**config.mk**
```make
export PLATFORM = sky130hd
export DESIGN_NAME = paged_addr_xlate
export DESIGN_NICKNAME = d
export VERILOG_FILES = /design/src/rtl/pax_pkg.sv /design/src/rtl/pax_region_decode.sv /design/src/rtl/pax_page_bank.sv /design/src/rtl/pax_first_match.sv /design/src/rtl/paged_addr_xlate.sv
export SDC_FILE = /design/constraint.sdc
export NUM_CORES = 1
export LEC_CHECK = 0
export ABC_AREA = 1
export BUFFER_PORTS_ARGS = -buffer_cell sky130_fd_sc_hd__buf_2
export CAP_MARGIN = 0
export CORE_UTILIZATION = 43
export CTS_CLUSTER_DIAMETER = 60
export DETAILED_ROUTE_END_ITERATION = 6
export REMOVE_ABC_BUFFERS = 1
export SYNTH_ARGS = -nofsm -noshare
export SYNTH_HDL_FRONTEND = slang
export SYNTH_SLANG_ARGS = --single-unit
```
**constraint.sdc**
```tcl
create_clock -name clk -period 3.05 [get_ports clk]
set_input_delay 0.61 -clock clk [delete_from_list [all_inputs] [get_ports clk]]
set_output_delay 0.61 -clock clk [all_outputs]
set_load 0.01 [all_outputs]
```
**src/rtl/pax_pkg.sv**
```systemverilog
// Shared types for the paged address translator.
// Assumes region codes are consumed numerically by the trap logic downstream.
package pax_pkg;
    typedef enum logic [2:0] {
        RG_MAIN  = 3'd0,
        RG_FIXED = 3'd1,
        RG_SUBS  = 3'd2,
        RG_REGS  = 3'd3,
        RG_RSVD  = 3'd4
    } region_e;
endpackage

```
**src/rtl/pax_region_decode.sv**
```systemverilog
// Decodes the top bits of a word address into a store region.
// Assumes the top bit selects main store when 0 and a 2-bit code below it otherwise.
module pax_region_decode
    import pax_pkg::*;
#(
    parameter int WORD_W = 21
) (
    input  logic [WORD_W-1:0] word_addr,
    output region_e           region
);
    // Pick the region from the select bit and the code beneath it.
    always_comb begin
        if (!word_addr[WORD_W-1]) begin
            region = RG_MAIN;
        end else begin
            case (word_addr[WORD_W-2:WORD_W-3])
                2'b00:   region = RG_FIXED;
                2'b01:   region = RG_SUBS;
                2'b10:   region = RG_REGS;
                default: region = RG_RSVD;
            endcase
        end
    end
endmodule

```
**src/rtl/pax_page_bank.sv**
```systemverilog
// Bank of page frame descriptors with a parallel compare of every entry.
// Assumes one write per cycle; a write is visible to compares after the edge.
module pax_page_bank #(
    parameter int NFRAME = 32,
    parameter int BLK_W  = 11,
    localparam int IDX_W = $clog2(NFRAME)
) (
    input  logic              clk,
    input  logic              rst_n,
    input  logic              wr_en,
    input  logic [IDX_W-1:0]  wr_idx,
    input  logic [BLK_W-1:0]  wr_blk,
    input  logic              wr_vld,
    input  logic [BLK_W-1:0]  look_blk,
    output logic [NFRAME-1:0] match
);
    genvar g;
    generate
        for (g = 0; g < NFRAME; g++) begin : g_frame
            logic             ent_vld;
            logic [BLK_W-1:0] ent_blk;

            // Hold one descriptor; reset empties it, a write to its index reloads it.
            always_ff @(posedge clk) begin
                if (!rst_n) begin
                    ent_vld <= 1'b0;
                    ent_blk <= '0;
                end else if (wr_en && (wr_idx == IDX_W'(g))) begin
                    ent_vld <= wr_vld;
                    ent_blk <= wr_blk;
                end
            end

            // Compare this entry's page number against the lookup.
            always_comb match[g] = ent_vld && (ent_blk == look_blk);
        end
    endgenerate
endmodule

```
**src/rtl/pax_first_match.sv**
```systemverilog
// Lowest-index priority encoder with a multiple-match flag.
// Assumes the index output is 0 whenever no bit is set.
module pax_first_match #(
    parameter int N = 32,
    localparam int IDX_W = $clog2(N)
) (
    input  logic [N-1:0]     vec,
    output logic             any,
    output logic [IDX_W-1:0] idx,
    output logic             multi
);
    // Scan from the top down so the lowest set bit wins.
    always_comb begin
        idx = '0;
        for (int i = N - 1; i >= 0; i--) begin
            if (vec[i]) idx = IDX_W'(i);
        end
    end

    // Any bit set, and more than one bit set (clearing the lowest leaves some).
    always_comb begin
        any   = |vec;
        multi = |(vec & (vec - N'(1)));
    end
endmodule

```
**src/rtl/paged_addr_xlate.sv**
```systemverilog
// Paged address translator: splits an operand address, decodes its region,
// matches main-store page numbers against every frame descriptor at once,
// and registers the result with lock-out and trap flags.
// Assumes fetch_priv describes the instruction issuing the lookup.
module paged_addr_xlate
    import pax_pkg::*;
#(
    parameter int ADDR_W = 24,
    parameter int CHAR_W = 3,
    parameter int OFS_W  = 9,
    parameter int NFRAME = 32,
    localparam int IDX_W  = $clog2(NFRAME),
    localparam int WORD_W = ADDR_W - CHAR_W,
    localparam int BLK_W  = WORD_W - 1 - OFS_W,
    localparam int SPC_W  = WORD_W - 3
) (
    input  logic              clk,
    input  logic              rst_n,
    input  logic              req_valid,
    input  logic [ADDR_W-1:0] req_addr,
    input  logic              fetch_priv,
    input  logic              pw_en,
    input  logic [IDX_W-1:0]  pw_frame,
    input  logic [BLK_W-1:0]  pw_block,
    input  logic              pw_valid,
    output logic              rsp_valid,
    output logic [2:0]        rsp_region,
    output logic              rsp_hit,
    output logic [IDX_W-1:0]  rsp_frame,
    output logic [OFS_W-1:0]  rsp_offset,
    output logic [CHAR_W-1:0] rsp_char,
    output logic [SPC_W-1:0]  rsp_word,
    output logic              rsp_trap,
    output logic              rsp_fault_lock,
    output logic              rsp_fault_rsvd,
    output logic              rsp_multi_hit
);
    logic [WORD_W-1:0] word_a;
    logic [BLK_W-1:0]  blk_a;
    region_e           region_d;
    logic [NFRAME-1:0] match_v;
    logic              any_hit;
    logic [IDX_W-1:0]  hit_idx;
    logic              multi_d;

    // Separate the word address and page number from the operand address.
    always_comb begin
        word_a = req_addr[ADDR_W-1:CHAR_W];
        blk_a  = word_a[WORD_W-2:OFS_W];
    end

    pax_region_decode #(.WORD_W(WORD_W)) dec_i (
        .word_addr (word_a),
        .region    (region_d)
    );

    pax_page_bank #(.NFRAME(NFRAME), .BLK_W(BLK_W)) bank_i (
        .clk      (clk),
        .rst_n    (rst_n),
        .wr_en    (pw_en),
        .wr_idx   (pw_frame),
        .wr_blk   (pw_block),
        .wr_vld   (pw_valid),
        .look_blk (blk_a),
        .match    (match_v)
    );

    pax_first_match #(.N(NFRAME)) pick_i (
        .vec   (match_v),
        .any   (any_hit),
        .idx   (hit_idx),
        .multi (multi_d)
    );

    logic              is_main, is_lockable, granted_spc;
    logic              n_hit, n_trap, n_lock, n_rsvd, n_multi;
    logic [2:0]        n_region;
    logic [IDX_W-1:0]  n_frame;
    logic [OFS_W-1:0]  n_offset;
    logic [CHAR_W-1:0] n_char;
    logic [SPC_W-1:0]  n_word;

    // Form the next response; everything is zero when no request is present.
    always_comb begin
        is_main     = req_valid && (region_d == RG_MAIN);
        is_lockable = req_valid && ((region_d == RG_SUBS) || (region_d == RG_REGS));
        granted_spc = req_valid && ((region_d == RG_FIXED) || (is_lockable && fetch_priv));
        n_region    = req_valid ? region_d : 3'd0;
        n_hit       = is_main && any_hit;
        n_trap      = is_main && !any_hit;
        n_multi     = n_hit && multi_d;
        n_frame     = n_hit ? hit_idx : '0;
        n_offset    = is_main ? word_a[OFS_W-1:0] : '0;
        n_char      = req_valid ? req_addr[CHAR_W-1:0] : '0;
        n_word      = granted_spc ? word_a[SPC_W-1:0] : '0;
        n_lock      = is_lockable && !fetch_priv;
        n_rsvd      = req_valid && (region_d == RG_RSVD);
    end

    // Register the response one edge after the request.
    always_ff @(posedge clk) begin
        if (!rst_n) begin
            rsp_valid      <= 1'b0;
            rsp_region     <= 3'd0;
            rsp_hit        <= 1'b0;
            rsp_frame      <= '0;
            rsp_offset     <= '0;
            rsp_char       <= '0;
            rsp_word       <= '0;
            rsp_trap       <= 1'b0;
            rsp_fault_lock <= 1'b0;
            rsp_fault_rsvd <= 1'b0;
            rsp_multi_hit  <= 1'b0;
        end else begin
            rsp_valid      <= req_valid;
            rsp_region     <= n_region;
            rsp_hit        <= n_hit;
            rsp_frame      <= n_frame;
            rsp_offset     <= n_offset;
            rsp_char       <= n_char;
            rsp_word       <= n_word;
            rsp_trap       <= n_trap;
            rsp_fault_lock <= n_lock;
            rsp_fault_rsvd <= n_rsvd;
            rsp_multi_hit  <= n_multi;
        end
    end
endmodule

```
==> reports/results.txt, run 1 <==
Status = finished, final reports clean
Clock Path Buffers = 3
Area Growth Syn to Fin = 26.19%
Synth Cell Area = 22710 µm²
Nets = 3820
PortBufs = 89
Final Max Slew Viols = 0
Via count = 24730
Finished Layout Cells = 4496
1st-iter DRT viols = 2090
CP required = 3570 ps
Final setup violating endpoints = 0
Reg clk slew, reported paths = 60 ps
GR met1 Demand/Resource = 43.38%
Synth top area cells = dfxtp_1 (38%), nand2_1 (9.3%), a21oi_1 (7.8%), nor2_1 (7.7%), o21ai_0 (7.4%)
Drt pass-1 iters = 5
I/O pins = 90
Clock Sinks = 428
Most common cell after layout, fill and taps aside = nand2_1
Core box area = 51720 µm²
Met2 usage = 54.03%
Synth Instances = 3406
Cts bufs inserted = 52
Cell Pwr Density = 499.6 nW/µm²
Met3 Resource Use GR = 7.331%
Min Tclk post-route = 2938 ps
Final-report hold violation count = 0
H-tree levels = 2
Routed WL per cell = 20.67 µm
Period utilization = 96.32%
Clock skew = 25.64 ps
CP max FO = 13
Most used routing layer = met2
Worst hold path type = in2reg
Vias in the first global route = 23410
Crit end category = register
Die area = 53750 µm²
DIE WIDTH = 231.8 µm
Placed cell count = 4396
Initial antenna violation count = 4
Mean post-synth cell area = 6.669 µm²
Async SR Flop Fraction = 0%
Worst hold slack = 165.5 ps
CTS tree = done
Peak supply drop = 0.4504 mV
Gpl congestion = 1.013
Total GRT Usage = 34.22%
Register bit total from synthesis = 428
Post-synthesis sequential area ratio = 37.72%
Post-synth EDFFs = 0
Fin util = 55.42%
RSZ-0062 raised after global routing = true
Leakage = 11.98 nW
Hold-fix buffers, CTS = 0
Top cell type by total area after synthesis = dfxtp_1
Ys flop type = dfxtp_1
Fmax = 0.3404 GHz
Starting Density = 43.92%
Worst slew pin tran = 1022 ps
Most frequent cells in the layout = nand2_1 (557), nor2_1 (461), dfxtp_1 (426), inv_1 (405), buf_4 (397)
Post-route ant nets = 0
Final WL = 92.91 mm
Global route overflow = 0
First-pass GRT wire length = 138.4 mm
Largest net degree at the start of global routing = 144
Later-pin clock latency in the skew report = 620 ps
Distinct cells, synth = 54
Worst EP arrival = 3460 ps
DRC violations left = 0
Setup CP Type = in2reg
Vias per cell = 5.501
Die Ht = 231.8 µm
Yosys warnings = 0
Area share of the leading cell type in the synthesized netlist = 37.72%
Slew margin rel. = 31.85%
Kind of start point of the critical path = primary input
Share of cells above drive strength 1 = 17.83%
Final HPWL DP = 64.33 mm
Max-cap violations = 0
Rows = 83
CTS root buf = clkbuf_16
-- per-layer routing --
| layer | wire length [µm] | vias to the layer above |
|---|---|---|
| li1 | - | 11970 |
| met1 | 38900 | 11350 |
| met2 | 40730 | 1128 |
| met3 | 8089 | 281 |
| met4 | 5192 | 0 |
| met5 | 0 | - |
-- worst paths after layout --
check | start | to | slack [ps] | depth (start not counted)
worst min-delay path | fetch_priv | rsp_fault_lock | 170 | 2
worst min register to register | bank_i.g_frame[16].ent_blk[6] | bank_i.g_frame[16].ent_blk[6] | 460 | 2
worst max-delay path | req_addr[21] | rsp_frame[2] | 110 | 18
worst max register to register | bank_i.g_frame[29].ent_blk[8] | rsp_frame[0] | 220 | 33
-- sequential cells by signal, indices dropped and copies added, names as in the netlist --
register,flops
rsp_region,3
rsp_fault_lock,1
rsp_offset,9
rsp_multi_hit,1
rsp_word,18
rsp_fault_rsvd,1
rsp_valid,1
rsp_frame,5
bank_i.g_frame.ent_vld,32
rsp_trap,1
rsp_char,3
rsp_hit,1
bank_i.g_frame.ent_blk,352
-- per-stage QoR --
stage | instance area, µm² | power [W] | setup TNS, ps | setup WS, ps
finish | 28660 | 0.01432 | 0 | 112.2
floorplan | 21570 | 0.006442 | -73790 | -483.7
global route | 28660 | 0.01474 | -151.9 | -145.1
detailed placement | 26630 | 0.007462 | -2894 | -579.5
global placement | 26630 | 0.007451 | -2991 | -633.6
CTS | 28540 | 0.01435 | 0 | 59.01
-- critical path: stages --
cell and delay (ps):
buf_2 230, buf_4 200, buf_6 230, nor2_1 100, nor4_1 280, nand4_1 90
or4_1 470, nand2_1 140, nor2_2 60, nand2_2 140, nor2_4 60, nand2_4 80
inv_2 40, nand3_1 90, nand2_1 100, inv_1 190, nand2_1 100, a31oi_2 220
-- timing repair --
| item | CTS | global route |
|---|---|---|
| gates resized for setup | 0 | 43 |
| hold endpoints to repair | 0 | 0 |
| endpoints found under the setup margin | 0 | 4 |
| buffers inserted | 0 | 1 |
-- cells by family (layout without fill, tap and decap cells) --
logic type	after synthesis	in the layout	share of synthesized area, %
flops	428	428	37.72
xor+xnor	85	85	3.278
compound gates	784	784	18.43
simple gates	1463	1463	28.31
other cells	0	2	0
fa+ha+maj	3	3	0.1653
buf+inv	643	1051	12.09
-- report_power, final --
group          internal [W]  switching (W)  total [W]  leakage (nW)
logic              0.000589        0.00110    0.00169          7.59
clock network       0.00426        0.00266    0.00692         0.934
registers           0.00567      0.0000380    0.00570          3.46
total                0.0105        0.00380     0.0143          12.0
-- area by class of cell --
cell class	count	area, µm²
Clock inverter	29	445.4
Sequential cell	428	8571
Inverter	426	1604
Timing Repair Buffer	528	4249
Clock buffer	68	1471
Antenna cell	2	5.005
Multi-Input combinational cell	2335	11460
Tap cell	680	850.8
Fill cell	5060	23060
-- synthesized netlist by cell type (2+ instances only) --
cell	n
nor4b_1	5
xor2_1	53
nor3_1	53
nor4_2	6
o2111a_1	2
a221oi_1	3
a211oi_1	7
inv_2	12
a2111oi_0	10
dfxtp_1	428
buf_8	2
buf_2	21
nand3_1	143
or3_1	2
clkbuf_1	145
o22ai_1	17
or4_1	4
nor2_1	465
buf_4	19
nand3b_1	13
xnor2_1	32
nor2_2	5
o211ai_1	8
nand2_1	564
o2111ai_1	29
nand2_2	4
a31oi_1	5
nand4_1	95
buf_1	3
nor4_1	82
and3_1	2
nor3_2	2
clkinv_1	2
buf_6	26
a21oi_1	355
nor3b_1	8
inv_1	412
or2_2	5
or2_1	2
o221ai_1	2
o21ai_0	338
ha_1	3
Power figures use the tool's default switching activity.
==> run 2: changes to the inputs <==
ABC_AREA = 0   (was 1)
==> reports/results.txt, run 2 <==
Most frequent cells in the layout = nand2_1 (760), dfxtp_1 (428), a21boi_0 (386), xnor2_1 (347), buf_4 (176)
Vias per cell = 5.347 (-2.8%)
Clock skew = 22.09 ps (-3.543 ps)
Pre-CTS setup slack = -524.6 ps (+54.84 ps)
Die Ht = 222.8 µm (-3.9%)
Share of cells above drive strength 1 = 15.12% (-2.7 points)
CTS tree = done
Reg clk slew, reported paths = 60 ps (about the same)
Status = finished, final reports clean
Starting Density = 43.71% (-0.21 points)
Antenna diodes = 0 (-2)
Min Tclk post-route = 2855 ps (-82.68 ps)
Total negative setup slack = 0 ps (unchanged)
Cell Pwr Density = 518.5 nW/µm² (+3.8%)
Largest regs = bank_i.g_frame.ent_blk x352, bank_i.g_frame.ent_vld x32, rsp_word x18
Register bit total from synthesis = 428 (unchanged)
Distinct cells, synth = 54 (unchanged)
Nets = 2716 (-29%)
H-tree levels = 2 (unchanged)
Top cells by count, synth = nand2_1 (760), dfxtp_1 (428), a21boi_0 (386)
Clock Path Buffers = 3 (unchanged)
Worst slew pin tran = 1181 ps (+158.5 ps)
Area share of the leading cell type in the synthesized netlist = 40.88% (+3.2 points)
Peak supply drop = 0.4333 mV (-3.8%)
Worst hold slack = 201.1 ps (+35.59 ps)
Crit end category = register
Cts bufs inserted = 49 (-5.8%)
Synth top area cells = dfxtp_1 (41%), xnor2_1 (15%), a21boi_0 (14%), nand2_1 (14%), nand4_1 (2.9%)
RSZ-0062 raised after global routing = false
Yosys warnings = 0 (unchanged)
1st-iter DRT viols = 1323 (-37%)
I/O pins = 90 (unchanged)
Post-synthesis sequential area ratio = 40.88% (+3.2 points)
Fmax = 0.3503 GHz (+2.9%)
Period utilization = 93.61% (-2.7 points)
Clock Sinks = 428 (unchanged)
Post-route ant nets = 0 (unchanged)
Leakage = 8.065 nW (-33%)
Gpl congestion = 0.9323 (-7.9%)
Final WL = 66.38 mm (-29%)
Final setup violating endpoints = 0 (unchanged)
Slew margin rel. = 21.29% (-11 points)
Final-report hold violation count = 0 (unchanged)
Synth Instances = 2521 (-26%)
DIE WIDTH = 222.8 µm (-3.9%)
Via count = 17750 (-28%)
Initial antenna violation count = 1 (-3)
Vias in the first global route = 16990 (-27%)
Kind of start point of the critical path = primary input
Rows = 80 (-3.6%)
First-pass GRT wire length = 101.1 mm (-27%)
# resized after CTS = 0 (unchanged)
Synth Cell Area = 20960 µm² (-7.7%)
# fillers = 4552 (-10%)
Final HPWL DP = 44.61 mm (-31%)
Post-CTS Setup Inserts = 0 (unchanged)
PortBufs = 89 (unchanged)
Top reg by flops = bank_i.g_frame.ent_blk
Largest net degree at the start of global routing = 175 (+22%)
Async SR Flop Fraction = 0% (unchanged)
Most common cell after layout, fill and taps aside = nand2_1
CP required = 3530 ps (-40 ps)
Top cell type by total area after synthesis = dfxtp_1
Worst EP arrival = 3330 ps (-130 ps)
Hold-fix buffers, CTS = 0 (unchanged)
Setup CP Type = in2reg
Most numerous cell in the Yosys netlist = nand2_1
Register Area = 8568 µm² (about the same)
Drt pass-1 iters = 5 (unchanged)
Total GRT Usage = 26.48% (-7.7 points)
Final worst slack = 194.9 ps (+82.68 ps)
DRC violations left = 0 (unchanged)
Max-cap violations = 0 (unchanged)
Ys flop type = dfxtp_1
Later-pin clock latency in the skew report = 600 ps (-20 ps)
Mean post-synth cell area = 8.313 µm² (+25%)
Largest register FFs = 352 (unchanged)
Area Growth Syn to Fin = 17.30%
Worst hold path type = in2reg
Final Max Slew Viols = 0 (unchanged)
CTS root buf = clkbuf_16
Global route overflow = 0 (unchanged)
Routed WL per cell = 19.99 µm (-3.2%)
Core box area = 47950 µm² (-7.3%)
CP max FO = 7 (-6)
Die area = 49630 µm² (-7.7%)
Post-synth EDFFs = 0 (unchanged)
Area of the multi-input gates = 11220 µm² (-2.1%)
## run 2: report_power, final
part           switching [W]  leakage, nW  internal (W)  total (W)
Sequential         0.0000279         3.45       0.00564    0.00567
Combinational       0.000671         3.83      0.000460    0.00113
Clock                0.00241        0.785       0.00354    0.00595
## run 2: worst paths after layout
| check | start | slack [ps] | depth (start not counted) | endpoint |
|---|---|---|---|---|
| worst max-delay path | req_addr[21] | 190 | 14 | rsp_frame[2] |
| worst min-delay path | fetch_priv | 200 | 2 | rsp_fault_lock |
| worst min register to register | bank_i.g_frame[27].ent_vld | 460 | 2 | bank_i.g_frame[27].ent_vld |
| worst max register to register | bank_i.g_frame[16].ent_blk[6] | 420 | 12 | rsp_frame[2] |
## run 2: through the flow
stage | cells | power (W) | utilization [%] | instance area [µm²]
final | 3320 | 0.01275 | 51.27 | 24580
after global routing | 3320 | 0.01313 | 51.27 | 24580
after CTS | 3320 | 0.01284 | 51.26 | 24580
after detailed placement | 3231 | 0.006909 | 47.88 | 22960
after global placement | 3231 | 0.006904 | 47.88 | 22960
after floorplan | 2321 | 0.006206 | - | 19800
## run 2: worst max-delay path: stages
cell and delay, ps:
buf_2 310, buf_4 280, xnor2_1 140, nand4_1 140, nor3_2 380, nand2b_1 210
nor3_2 70, a21boi_0 120, o21ai_0 390, buf_4 190, nand3_1 70, nand2_1 90
a311oi_2 160, buf_4 170
## run 2: cells by family after synthesis
logic type               synth area share (%)
flip-flops                              40.88
AO/OA/AOI/OAI                           15.37
XOR/XNOR                                14.89
buffers and inverters                   5.636
adder cells (fa/ha/maj)                0.2269
AND/OR/NAND/NOR                         22.99
## run 2: cell type report
cell class | count | area share, %
multi-input combinational | 1886 | 45.65
sequential | 428 | 34.86
timing repair buffer | 295 | 9.666
clock buffer | 70 | 5.685
tap | 615 | 3.130
clock inverter | 19 | 0.9060
inverter | 7 | 0.1069
## run 2: per-layer routing
metal	vias up	global-route usage [%]	wire, µm	part of all wire, %
li1	8550	-	-	-
met1	8549	36.67	30580	46
met5	-	0	0	0
met3	101	3.253	3919	5.9
met2	551	43.07	30280	46
met4	0	7.675	1605	2.4
